File: src/rtl/gpio_pkg.sv
package gpio_pkg;
    localparam int PORT_W = 16;
    localparam int BYTE_W = 8;
    localparam int ADDR_W = 12;
    localparam int NUM_CFG = 4;

    localparam logic [ADDR_W-1:0] A_DIN    = 12'h000;
    localparam logic [ADDR_W-1:0] A_DOUT   = 12'h004;
    localparam logic [ADDR_W-1:0] A_OE_SET = 12'h010;
    localparam logic [ADDR_W-1:0] A_OE_CLR = 12'h014;
    localparam logic [ADDR_W-1:0] A_IE_SET = 12'h018;
    localparam logic [ADDR_W-1:0] A_IE_CLR = 12'h01C;
    localparam logic [ADDR_W-1:0] A_TY_SET = 12'h020;
    localparam logic [ADDR_W-1:0] A_TY_CLR = 12'h024;
    localparam logic [ADDR_W-1:0] A_PO_SET = 12'h028;
    localparam logic [ADDR_W-1:0] A_PO_CLR = 12'h02C;
    localparam logic [ADDR_W-1:0] A_STAT   = 12'h038;
    localparam logic [1:0] WIN_LO = 2'b01;
    localparam logic [1:0] WIN_HI = 2'b10;

    // configuration register index
    localparam int CFG_OE = 0;
    localparam int CFG_IE = 1;
    localparam int CFG_TY = 2;
    localparam int CFG_PO = 3;

    typedef enum logic [2:0] {
        OP_NONE, OP_DIN, OP_DOUT, OP_WIN_LO, OP_WIN_HI, OP_SET, OP_CLR, OP_STAT
    } op_e;

    typedef struct packed {
        op_e         op;
        logic [1:0]  sel;
        logic [BYTE_W-1:0] mask;
    } dec_t;

    typedef struct packed {
        logic [PORT_W-1:0] oe;
        logic [PORT_W-1:0] ie;
        logic [PORT_W-1:0] typ;
        logic [PORT_W-1:0] pol;
    } cfg_t;

    function automatic dec_t decode(input logic [ADDR_W-1:0] a);
        dec_t d;
        d.op   = OP_NONE;
        d.sel  = 2'd0;
        d.mask = a[9:2];
        if (a[11:10] == WIN_LO && a[1:0] == 2'b00) begin
            d.op = OP_WIN_LO;
        end else if (a[11:10] == WIN_HI && a[1:0] == 2'b00) begin
            d.op = OP_WIN_HI;
        end else begin
            case (a)
                A_DIN:    d.op = OP_DIN;
                A_DOUT:   d.op = OP_DOUT;
                A_STAT:   d.op = OP_STAT;
                A_OE_SET, A_IE_SET, A_TY_SET, A_PO_SET: begin
                    d.op  = OP_SET;
                    d.sel = a[4:3] - 2'd2;
                end
                A_OE_CLR, A_IE_CLR, A_TY_CLR, A_PO_CLR: begin
                    d.op  = OP_CLR;
                    d.sel = a[4:3] - 2'd2;
                end
                default:  d.op = OP_NONE;
            endcase
        end
        return d;
    endfunction

    function automatic logic [PORT_W-1:0] merge_bits(
        input logic [PORT_W-1:0] old_v,
        input logic [PORT_W-1:0] new_v,
        input logic [PORT_W-1:0] sel);
        return (old_v & ~sel) | (new_v & sel);
    endfunction

    function automatic logic bit_event(input logic typ, input logic pol,
                                       input logic cur, input logic prev);
        logic ev;
        if (typ)
            ev = pol ? (cur & ~prev) : (~cur & prev);
        else
            ev = pol ? cur : ~cur;
        return ev;
    endfunction
endpackage

File: src/rtl/gpio_ctrl_regs.sv
module gpio_ctrl_regs
    import gpio_pkg::*;
(
    input  logic              clk,
    input  logic              rst,
    input  logic              wr,
    input  dec_t              dec,
    input  logic [PORT_W-1:0] wdata,
    output cfg_t              cfg,
    output logic [PORT_W-1:0] dout
);
    logic [NUM_CFG-1:0][PORT_W-1:0] cfg_q;
    logic [PORT_W-1:0] win_sel;

    for (genvar k = 0; k < NUM_CFG; k++) begin : g_cfg
        always_ff @(posedge clk) begin
            if (rst)
                cfg_q[k] <= '0;
            else if (wr && dec.sel == 2'(k) && dec.op == OP_SET)
                cfg_q[k] <= cfg_q[k] | wdata;
            else if (wr && dec.sel == 2'(k) && dec.op == OP_CLR)
                cfg_q[k] <= cfg_q[k] & ~wdata;
        end
    end

    always_comb begin
        case (dec.op)
            OP_WIN_LO: win_sel = {{BYTE_W{1'b0}}, dec.mask};
            OP_WIN_HI: win_sel = {dec.mask, {BYTE_W{1'b0}}};
            OP_DOUT:   win_sel = '1;
            default:   win_sel = '0;
        endcase
    end

    always_ff @(posedge clk) begin
        if (rst)
            dout <= '0;
        else if (wr)
            dout <= merge_bits(dout, wdata, win_sel);
    end

    assign cfg.oe  = cfg_q[CFG_OE];
    assign cfg.ie  = cfg_q[CFG_IE];
    assign cfg.typ = cfg_q[CFG_TY];
    assign cfg.pol = cfg_q[CFG_PO];
endmodule

File: src/rtl/gpio_sync_edge.sv
module gpio_sync_edge #(
    parameter int W      = 16,
    parameter int STAGES = 2
) (
    input  logic         clk,
    input  logic         rst,
    input  logic [W-1:0] pin_in,
    output logic [W-1:0] synced,
    output logic [W-1:0] prev
);
    logic [STAGES-1:0][W-1:0] chain;

    always_ff @(posedge clk) begin
        if (rst)
            chain[0] <= '0;
        else
            chain[0] <= pin_in;
    end

    for (genvar s = 1; s < STAGES; s++) begin : g_stage
        always_ff @(posedge clk) begin
            if (rst)
                chain[s] <= '0;
            else
                chain[s] <= chain[s-1];
        end
    end

    always_ff @(posedge clk) begin
        if (rst)
            prev <= '0;
        else
            prev <= chain[STAGES-1];
    end

    assign synced = chain[STAGES-1];
endmodule

File: src/rtl/gpio_irq_ctrl.sv
module gpio_irq_ctrl
    import gpio_pkg::*;
(
    input  logic              clk,
    input  logic              rst,
    input  logic [PORT_W-1:0] synced,
    input  logic [PORT_W-1:0] prev,
    input  logic [PORT_W-1:0] typ,
    input  logic [PORT_W-1:0] pol,
    input  logic [PORT_W-1:0] ie,
    input  logic              clr_we,
    input  logic [PORT_W-1:0] clr_bits,
    output logic [PORT_W-1:0] pend,
    output logic              irq
);
    logic [PORT_W-1:0] ev;

    for (genvar i = 0; i < PORT_W; i++) begin : g_bit
        assign ev[i] = ie[i] & bit_event(typ[i], pol[i], synced[i], prev[i]);

        always_ff @(posedge clk) begin
            if (rst)
                pend[i] <= 1'b0;
            else if (ev[i])
                pend[i] <= 1'b1;
            else if (clr_we && clr_bits[i])
                pend[i] <= 1'b0;
        end
    end

    assign irq = |(pend & ie);
endmodule

File: src/rtl/gpio_port.sv
module gpio_port
    import gpio_pkg::*;
#(
    parameter int SYNC_STAGES = 2
) (
    input  logic        clk,
    input  logic        rst,
    input  logic        bus_wr,
    input  logic [11:0] bus_addr,
    input  logic [15:0] bus_wdata,
    output logic [15:0] bus_rdata,
    input  logic [15:0] pin_in,
    output logic [15:0] pin_out,
    output logic [15:0] pin_oe,
    output logic        irq
);
    dec_t              dec;
    cfg_t              cfg;
    logic [PORT_W-1:0] dout_q;
    logic [PORT_W-1:0] synced;
    logic [PORT_W-1:0] prev;
    logic [PORT_W-1:0] pend_q;
    logic [PORT_W-1:0] ie_q;
    logic [NUM_CFG-1:0][PORT_W-1:0] cfg_view;

    assign dec = decode(bus_addr);

    gpio_ctrl_regs i_regs (
        .clk   (clk),
        .rst   (rst),
        .wr    (bus_wr),
        .dec   (dec),
        .wdata (bus_wdata),
        .cfg   (cfg),
        .dout  (dout_q)
    );

    gpio_sync_edge #(.W(PORT_W), .STAGES(SYNC_STAGES)) i_sync (
        .clk    (clk),
        .rst    (rst),
        .pin_in (pin_in),
        .synced (synced),
        .prev   (prev)
    );

    gpio_irq_ctrl i_irq (
        .clk      (clk),
        .rst      (rst),
        .synced   (synced),
        .prev     (prev),
        .typ      (cfg.typ),
        .pol      (cfg.pol),
        .ie       (cfg.ie),
        .clr_we   (bus_wr && dec.op == OP_STAT),
        .clr_bits (bus_wdata),
        .pend     (pend_q),
        .irq      (irq)
    );

    assign ie_q = cfg.ie;
    assign cfg_view[CFG_OE] = cfg.oe;
    assign cfg_view[CFG_IE] = cfg.ie;
    assign cfg_view[CFG_TY] = cfg.typ;
    assign cfg_view[CFG_PO] = cfg.pol;

    always_comb begin
        case (dec.op)
            OP_DIN:         bus_rdata = synced;
            OP_DOUT:        bus_rdata = dout_q;
            OP_WIN_LO:      bus_rdata = dout_q & {{BYTE_W{1'b0}}, dec.mask};
            OP_WIN_HI:      bus_rdata = dout_q & {dec.mask, {BYTE_W{1'b0}}};
            OP_SET, OP_CLR: bus_rdata = cfg_view[dec.sel];
            OP_STAT:        bus_rdata = pend_q;
            default:        bus_rdata = '0;
        endcase
    end

    assign pin_out = dout_q;
    assign pin_oe  = cfg.oe;
endmodule

File: config.mk
export PLATFORM = sky130hd
export DESIGN_NAME = gpio_port
export DESIGN_NICKNAME = d
export VERILOG_FILES = /design/src/rtl/gpio_pkg.sv /design/src/rtl/gpio_ctrl_regs.sv /design/src/rtl/gpio_sync_edge.sv /design/src/rtl/gpio_irq_ctrl.sv /design/src/rtl/gpio_port.sv
export SDC_FILE = /design/constraint.sdc
export NUM_CORES = 1
export LEC_CHECK = 0
export ABC_CLOCK_PERIOD_IN_PS = 4400
export BUFFER_PORTS_ARGS = -buffer_cell sky130_fd_sc_hd__buf_2
export CAP_MARGIN = 10
export CORE_MARGIN = 2
export CORE_UTILIZATION = 35
export DETAILED_ROUTE_END_ITERATION = 8
export GPL_ROUTABILITY_DRIVEN = 0
export PLACE_DENSITY = 0.5
export SYNTH_ARGS = -nofsm -noshare
export SYNTH_HDL_FRONTEND = slang
export SYNTH_SLANG_ARGS = --single-unit
export TNS_END_PERCENT = 50
File: constraint.sdc
create_clock -name clk -period 4.4 [get_ports clk]
set_input_delay 0.44 -clock clk [delete_from_list [all_inputs] [get_ports clk]]
set_output_delay 0.44 -clock clk [all_outputs]
set_load 0.005 [all_outputs]
==> qor.csv, run 1 <==
stage;metric;value;unit
status;status;complete, no violations;
synth;Compound-Gate Fraction of Synth Area;10.6;%
timing;setup tns final;0;ns
layout;layout cell share with drive strength beyond 1;20.7;%
grt;initial antenna violation count;0;
hold_path;classification of the worst-slack hold path;in -> reg;
timing;final worst clock skew;0.00605;ns
cts;CTS-repair resized insts;0;
layout;number of fillers in the final layout;2090;
synth;Syn Inst Count;789;
hold_path;WHS Path Cells;2;
timing;setup repair after global routing missed its margin;false;
synth;flip-flop and latch count after synthesis;144;
floorplanning;die height;148;microns
cts;TritonCTS clock tree;built;
floorplanning;Total Die Area;0.0220;sq mm
route;antenna-violating nets left;0;
timing;Final Cycle Share;75.2;%
route;DR vias/cell;5.06;
cts;buffer type at the clock tree root;sky130_fd_sc_hd__clkbuf_16;
grt;first-pass GRT wire length;34300;microns
synth;average size of a mapped cell;9.23;sq um
cts;post-CTS clock slew at the launch and capture registers of the worst setup and hold paths;0.06;ns
grt;sum of overflow across all layers after global routing;0;
cts;CTS Sinks;144;
setup_path;Worst Reg-to-Reg Cells;4;
timing;relative slew slack;34.9;%
placed_design;pre-CTS setup slack;1.09;ns
cts;CTS buffer count;17;
timing;final critical path time including I/O delays and setup;3.31;ns
synth;post-synthesis adder-cell area fraction;0;%
setup_path;terminus of the critical flop-to-flop path;i_irq.pend[15];
floorplanning;Chip Width;148;microns
timing;max-slew violation count;0;
placed_design;final HPWL from detailed placement;15000;microns
route;residual DRC count;0;
synth;netlist area before placement;0.00728;sq mm
setup_path;Worst Path Max Fanout;11;
timing;final hold violation count;0;
synth;main combinational cell family by area after synthesis;simple AND/OR/NAND/NOR gates;
timing;smallest setup slack after layout;1.09;ns
synth;simple-gate share of the synthesized area;24.7;%
setup_path;nature of the critical path endpoint;output port;
synth;Syn Nets;836;
layout;count of inserted antenna diode cells;0;
floorplanning;Core Area;0.0203;sq mm
setup_path;critical path class;in -> out;
cts;number of buffers inserted to repair setup after CTS;0;
route;vias post-DR;5739;
placed_design;number of buffer cells added on primary ports;95;
route;number of optimization iterations in the first detailed-route pass;4;
cts;H-Tree Depth;4;
route;initial drt markers;412;
timing;slew of the pin with the lowest slew margin;0.977;ns
layout;most frequent cells in the layout;sky130_fd_sc_hd__dfxtp_1, sky130_fd_sc_hd__nand2b_1, sky130_fd_sc_hd__mux2i_1;
synth;share of cell area taken by muxes after synthesis;15.5;%
synth;Synth Flop Type;sky130_fd_sc_hd__dfxtp_1;
synth;share of synthesized registers carrying an async set or reset;0;%
hold_path;Worst Hold Path EP;i_sync.chain[1];
timing;FMAX;302;MHz
route;Routed wire per std cell;19.7;microns
synth;xor/xnor share of the synthesized area;3.73;%
grt;pin count of the biggest net entering global routing;92;
setup_path;required time of the critical path;3.96;ns
setup_path;arrival time reported for the critical path endpoint;2.87;ns
synth;part of the Yosys area used for sequential elements;39.6;%
setup_path;critical path launch point type;input pin;
floorplanning;Ports;96;
floorplanning;starting utilization of the core area;35.9;%
layout;area added between synthesis and finish;16.8;%
route;Detailed Route WL;22400;microns
cts;# hold bufs at CTS;0;
layout;leading cell type in the layout, fill and taps excluded;sky130_fd_sc_hd__dfxtp_1;
synth;Yosys cell types;41;
synth;Post-synth EDFFs;0;
pwr;static leakage;3.64;nW
layout;Final nets;898;
job;max-cap viol count;0;
timing;endpoints failing setup;0;
setup_path;setup slack on the worst flop-to-flop path;3.41;ns
grt;vias in the first global route;5607;
pwr;PwrDens;362;mW/mm^2
cts;clock network latency to the later pin of the worst-skew pair;0.42;ns
floorplanning;number of placement rows;52;
cts;Max Buffers Root-to-Sink;2;
hold_path;Worst Min Path Start;pin_in[1];
pwr;Max rail drop VDD;228;uV
synth;total of warnings raised by yosys;0;
grt;global-route total usage across every layer;20.8;%
## routing by layer
metal / track usage [%] / vias up / part of all wire, %
li1: - / 2827 / -
met1: 28.8 / 2752 / 49
met2: 33.1 / 137 / 46
met3: 3.47 / 23 / 3.5
met4: 6.81 / 0 / 1.7
met5: 0 / - / 0
## worst max path at each step
stage,startpoint,slack (ns),end
2_1_floorplan,bus_addr[8],1.99,bus_rdata[1]
3_3_place_gp,bus_addr[8],1.12,bus_rdata[8]
3_5_place_dp,bus_addr[8],1.09,bus_rdata[14]
4_1_cts,bus_addr[8],1.08,bus_rdata[14]
5_1_grt,bus_addr[8],0.94,bus_rdata[8]
6_report,bus_addr[8],1.09,bus_rdata[8]
## cell families (layout without fill, tap and decap cells)
| kind of cell | Yosys count | in the layout |
|---|---|---|
| muxes | 111 | 111 |
| xor gates and xnor gates | 31 | 31 |
| AOI/OAI and AO/OA | 106 | 106 |
| buffers and inverters | 85 | 160 |
| DFF | 144 | 144 |
| and+or+nand+nor | 312 | 312 |
## cell usage after synthesis (9+ instances only)
| cell type | number | share of area (%) |
|---|---|---|
| sky130_fd_sc_hd__dfxtp_1 | 144 | 40 |
| sky130_fd_sc_hd__nand2b_1 | 98 | 8.4 |
| sky130_fd_sc_hd__mux2i_1 | 96 | 13 |
| sky130_fd_sc_hd__nand2_1 | 86 | 4.4 |
| sky130_fd_sc_hd__nor2b_1 | 50 | 4.3 |
| sky130_fd_sc_hd__clkbuf_1 | 37 | 1.9 |
| sky130_fd_sc_hd__nand3_1 | 34 | 2.3 |
| sky130_fd_sc_hd__xnor2_1 | 31 | 3.7 |
| sky130_fd_sc_hd__buf_4 | 20 | 2.1 |
| sky130_fd_sc_hd__a21oi_1 | 17 | 1.2 |
| sky130_fd_sc_hd__o21ai_0 | 17 | 1.2 |
| sky130_fd_sc_hd__a31oi_1 | 16 | 1.4 |
| sky130_fd_sc_hd__inv_1 | 16 | 0.82 |
| sky130_fd_sc_hd__mux2_2 | 15 | 2.3 |
| sky130_fd_sc_hd__a221o_1 | 12 | 1.6 |
| sky130_fd_sc_hd__nor3b_1 | 10 | 1.0 |
| sky130_fd_sc_hd__o21ai_2 | 10 | 1.2 |
| sky130_fd_sc_hd__o2bb2ai_1 | 10 | 1.2 |
| sky130_fd_sc_hd__nor2_1 | 9 | 0.46 |
## worst max-delay path, stage by stage
cell                      delay (ns)
sky130_fd_sc_hd__buf_2          0.15
sky130_fd_sc_hd__or4_1          0.90
sky130_fd_sc_hd__nor3_2         0.67
sky130_fd_sc_hd__buf_4          0.30
sky130_fd_sc_hd__a32oi_1        0.07
sky130_fd_sc_hd__nand3_1        0.18
sky130_fd_sc_hd__buf_2          0.15
## power breakdown
| part | switching, mW | leakage [nW] | internal [mW] |
|---|---|---|---|
| Combinational | 0.105 | 2.18 | 0.0651 |
| Clock | 0.612 | 0.296 | 0.961 |
| Sequential | 0.0125 | 1.17 | 1.32 |
## layout make-up
class / instances / area, sq um / area share (%)
multi-input cells: 560 / 3980 / 46.8
flip-flops and latches: 144 / 2880 / 33.9
repair buffers: 112 / 606 / 7.12
clock buffers: 18 / 429 / 5.05
well taps: 270 / 338 / 3.97
clock inverters: 14 / 205 / 2.41
inverters: 16 / 60.1 / 0.706
## stage by stage
| step | cell area, sq um | hold WS, ns | utilization, % | cells | power [mW] |
|---|---|---|---|---|---|
| final | 8500 | 0.225 | 41.9 | 1134 | 3.08 |
| after global routing | 8500 | 0.208 | 41.9 | 1134 | 3.18 |
| after CTS | 8500 | 0.207 | 41.9 | 1134 | 3.11 |
| after detailed placement | 7870 | 0.421 | 38.8 | 1102 | 1.53 |
| after global placement | 7870 | 0.419 | 38.8 | 1102 | 1.53 |
| after floorplan | 7280 | 0.414 | - | 789 | 1.46 |
(Power assumes the default switching activity.)
==> run 2: changes to the inputs <==
Settings changed: ABC_CLOCK_PERIOD_IN_PS 4400 to 3450.
Clock period 4.4 ns to 3.45 ns, I/O delays scaled along.
==> run 2 against run 1 <==
Net effect:
- first-iteration DRC count is 25% lower
- largest power group unchanged
- global-route usage decreased by 0.57 points
- via count hardly changed
- critical endpoint is now bus_rdata[15]
- sequential power increased by 28%
- critical path type unchanged
- critical path depth up 1
- sequential cell count is the same
- clock-buffer cell count unchanged
- sequential share of layout area is 0.16 points lower
- die area unchanged
- final area grew 0.49%
- cell count grew 0.79%
- clock skew barely moved
==> qor.csv, run 2 (synthesis gave the netlist of run 1 again) <==
stage;metric;value;unit
layout;area added between synthesis and finish;17.3;%
pwr;clock group share of total power;49.3;%
floorplanning;Ports;96;
route;residual DRC count;0;
setup_path;critical path launch point type;input pin;
timing;setup tns final;0;ns
timing;setup repair after global routing missed its margin;false;
timing;slew of the pin with the lowest slew margin;0.918;ns
grt;first-pass GRT wire length;33800;microns
timing;relative slew slack;38.8;%
floorplanning;starting utilization of the core area;35.9;%
placed_design;final HPWL from detailed placement;14700;microns
layout;Layout Cells excl Fill;1143;
pwr;Max rail drop VDD;284;uV
route;vias post-DR;5737;
timing;smallest setup slack after layout;0.790;ns
floorplanning;die height;148;microns
timing;final hold violation count;0;
layout;leading cell type in the layout, fill and taps excluded;sky130_fd_sc_hd__dfxtp_1;
pwr;static leakage;3.68;nW
setup_path;Worst Path Max Fanout;12;
floorplanning;Total Die Area;0.0220;sq mm
grt;initial antenna violation count;0;
pwr;cell internal power dissipation;2.87;mW
cts;CTS-repair resized insts;0;
timing;worst hold margin;0.123;ns
grt;pin count of the biggest net entering global routing;123;
route;initial drt markers;310;
setup_path;nature of the critical path endpoint;output port;
cts;TritonCTS clock tree;built;
grt;vias in the first global route;5472;
pwr;switching power as a share of total power;24.4;%
route;DR vias/cell;5.02;
setup_path;Largest stage delay, worst path;0.66;ns
job;max-cap viol count;0;
setup_path;required time of the critical path;3.11;ns
cts;buffer type at the clock tree root;sky130_fd_sc_hd__clkbuf_16;
timing;Final Cycle Share;77.1;%
cts;number of buffers inserted to repair setup after CTS;0;
layout;most frequent cells in the layout;sky130_fd_sc_hd__dfxtp_1, sky130_fd_sc_hd__nand2b_1, sky130_fd_sc_hd__mux2i_1;
placed_design;Post-Place Cells;1111;
setup_path;arrival time reported for the critical path endpoint;2.31;ns
route;Detailed Route WL;21800;microns
setup_path;critical path class;in -> out;
grt;global-route total usage across every layer;20.2;%
cts;H-Tree Depth;4;
floorplanning;number of placement rows;52;
cts;clock network latency to the later pin of the worst-skew pair;0.43;ns
timing;FMAX;376;MHz
placed_design;pre-CTS setup slack;0.740;ns
floorplanning;Core Area;0.0203;sq mm
pwr;portion of total power attributed to combinational logic;5.8;%
route;Routed wire per std cell;19.1;microns
pwr;PwrDens;444;mW/mm^2
pwr;Final Total Pwr;3.79;mW
timing;final worst clock skew;0.00630;ns
layout;layout cell share with drive strength beyond 1;21.6;%
floorplanning;Chip Width;148;microns
grt;sum of overflow across all layers after global routing;0;
cts;CTS buffer count;17;
setup_path;series of cell instances along the critical path;buf_2, or4_1, buf_4, nor3_2, buf_4, a32o_1, a221o_1, buf_2;
layout;final non-filler cell area;0.00854;sq mm
placed_design;Post-Place Cell Area;0.00795;sq mm
hold_path;classification of the worst-slack hold path;in -> reg;
cts;CTS Sinks;144;
cts;post-CTS clock slew at the launch and capture registers of the worst setup and hold paths;0.06;ns
cts;# hold bufs at CTS;0;
status;status;complete, no violations;
route;antenna-violating nets left;0;
pwr;Reg power frac;44.9;%
timing;final critical path time including I/O delays and setup;2.66;ns
route;number of optimization iterations in the first detailed-route pass;5;
placed_design;number of buffer cells added on primary ports;95;
layout;Final nets;907;
pwr;switching component of the power;927;uW
layout;count of inserted antenna diode cells;0;
setup_path;highest-delay cell along the critical path;sky130_fd_sc_hd__or4_1;
layout;fin util;42.1;%
cts;Max Buffers Root-to-Sink;2;
timing;max-slew violation count;0;
timing;endpoints failing setup;0;
[run 2: changes by cell type in the layout (fill, tap and decap cells not counted), sizes merged]
cell      delta
buf          +9
inv          -1
bufinv       -2
clkinvlp     -1
clkinv       +4
[run 2: path summary, 6_finish.rpt]
check | endpoint | cells after the start | slack (ns) | from
worst min register to register | i_sync.synced[6] | 1 | 0.44 | i_sync.chain[6]
worst min-delay path | i_sync.chain[11] | 2 | 0.12 | pin_in[11]
worst max-delay path | bus_rdata[15] | 8 | 0.79 | bus_addr[8]
worst max register to register | i_irq.pend[15] | 4 | 2.41 | flip-flop
[run 2: routing by layer]
metal  wire length (microns)  global-route usage, %  share of wire [%]
met5                       0                      0                  0
met4                     144                   4.00               0.66
met3                     878                   3.93                4.0
met2                    9880                   31.6                 45
met1                   10900                   29.2                 50
[run 2: area by class of cell]
class	instances	area (sq um)
Clock buffer	18	439
Tap cell	270	338
Sequential cell	144	2880
Inverter	16	60.1
Multi-Input combinational cell	560	3980
Timing Repair Buffer	121	686
Clock inverter	14	156
Fill cell	2038	11800
[run 2: critical path, delay by kind of cell]
| kind | cells | cell delay [ns] |
|---|---|---|
| AND/OR/NAND/NOR | 2 | 0.88 |
| buffers and inverters | 4 | 0.77 |
| AO/OA/AOI/OAI | 2 | 0.31 |
[run 2: power groups by stage]
stage / combinational [mW] / sequential, mW / clock (mW)
2_1_floorplan: 0.127 / 1.73 / 0
3_3_place_gp: 0.218 / 1.74 / 0
3_5_place_dp: 0.219 / 1.74 / 0
4_1_cts: 0.219 / 1.70 / 1.92
5_1_grt: 0.237 / 1.70 / 1.98
6_report: 0.220 / 1.70 / 1.87
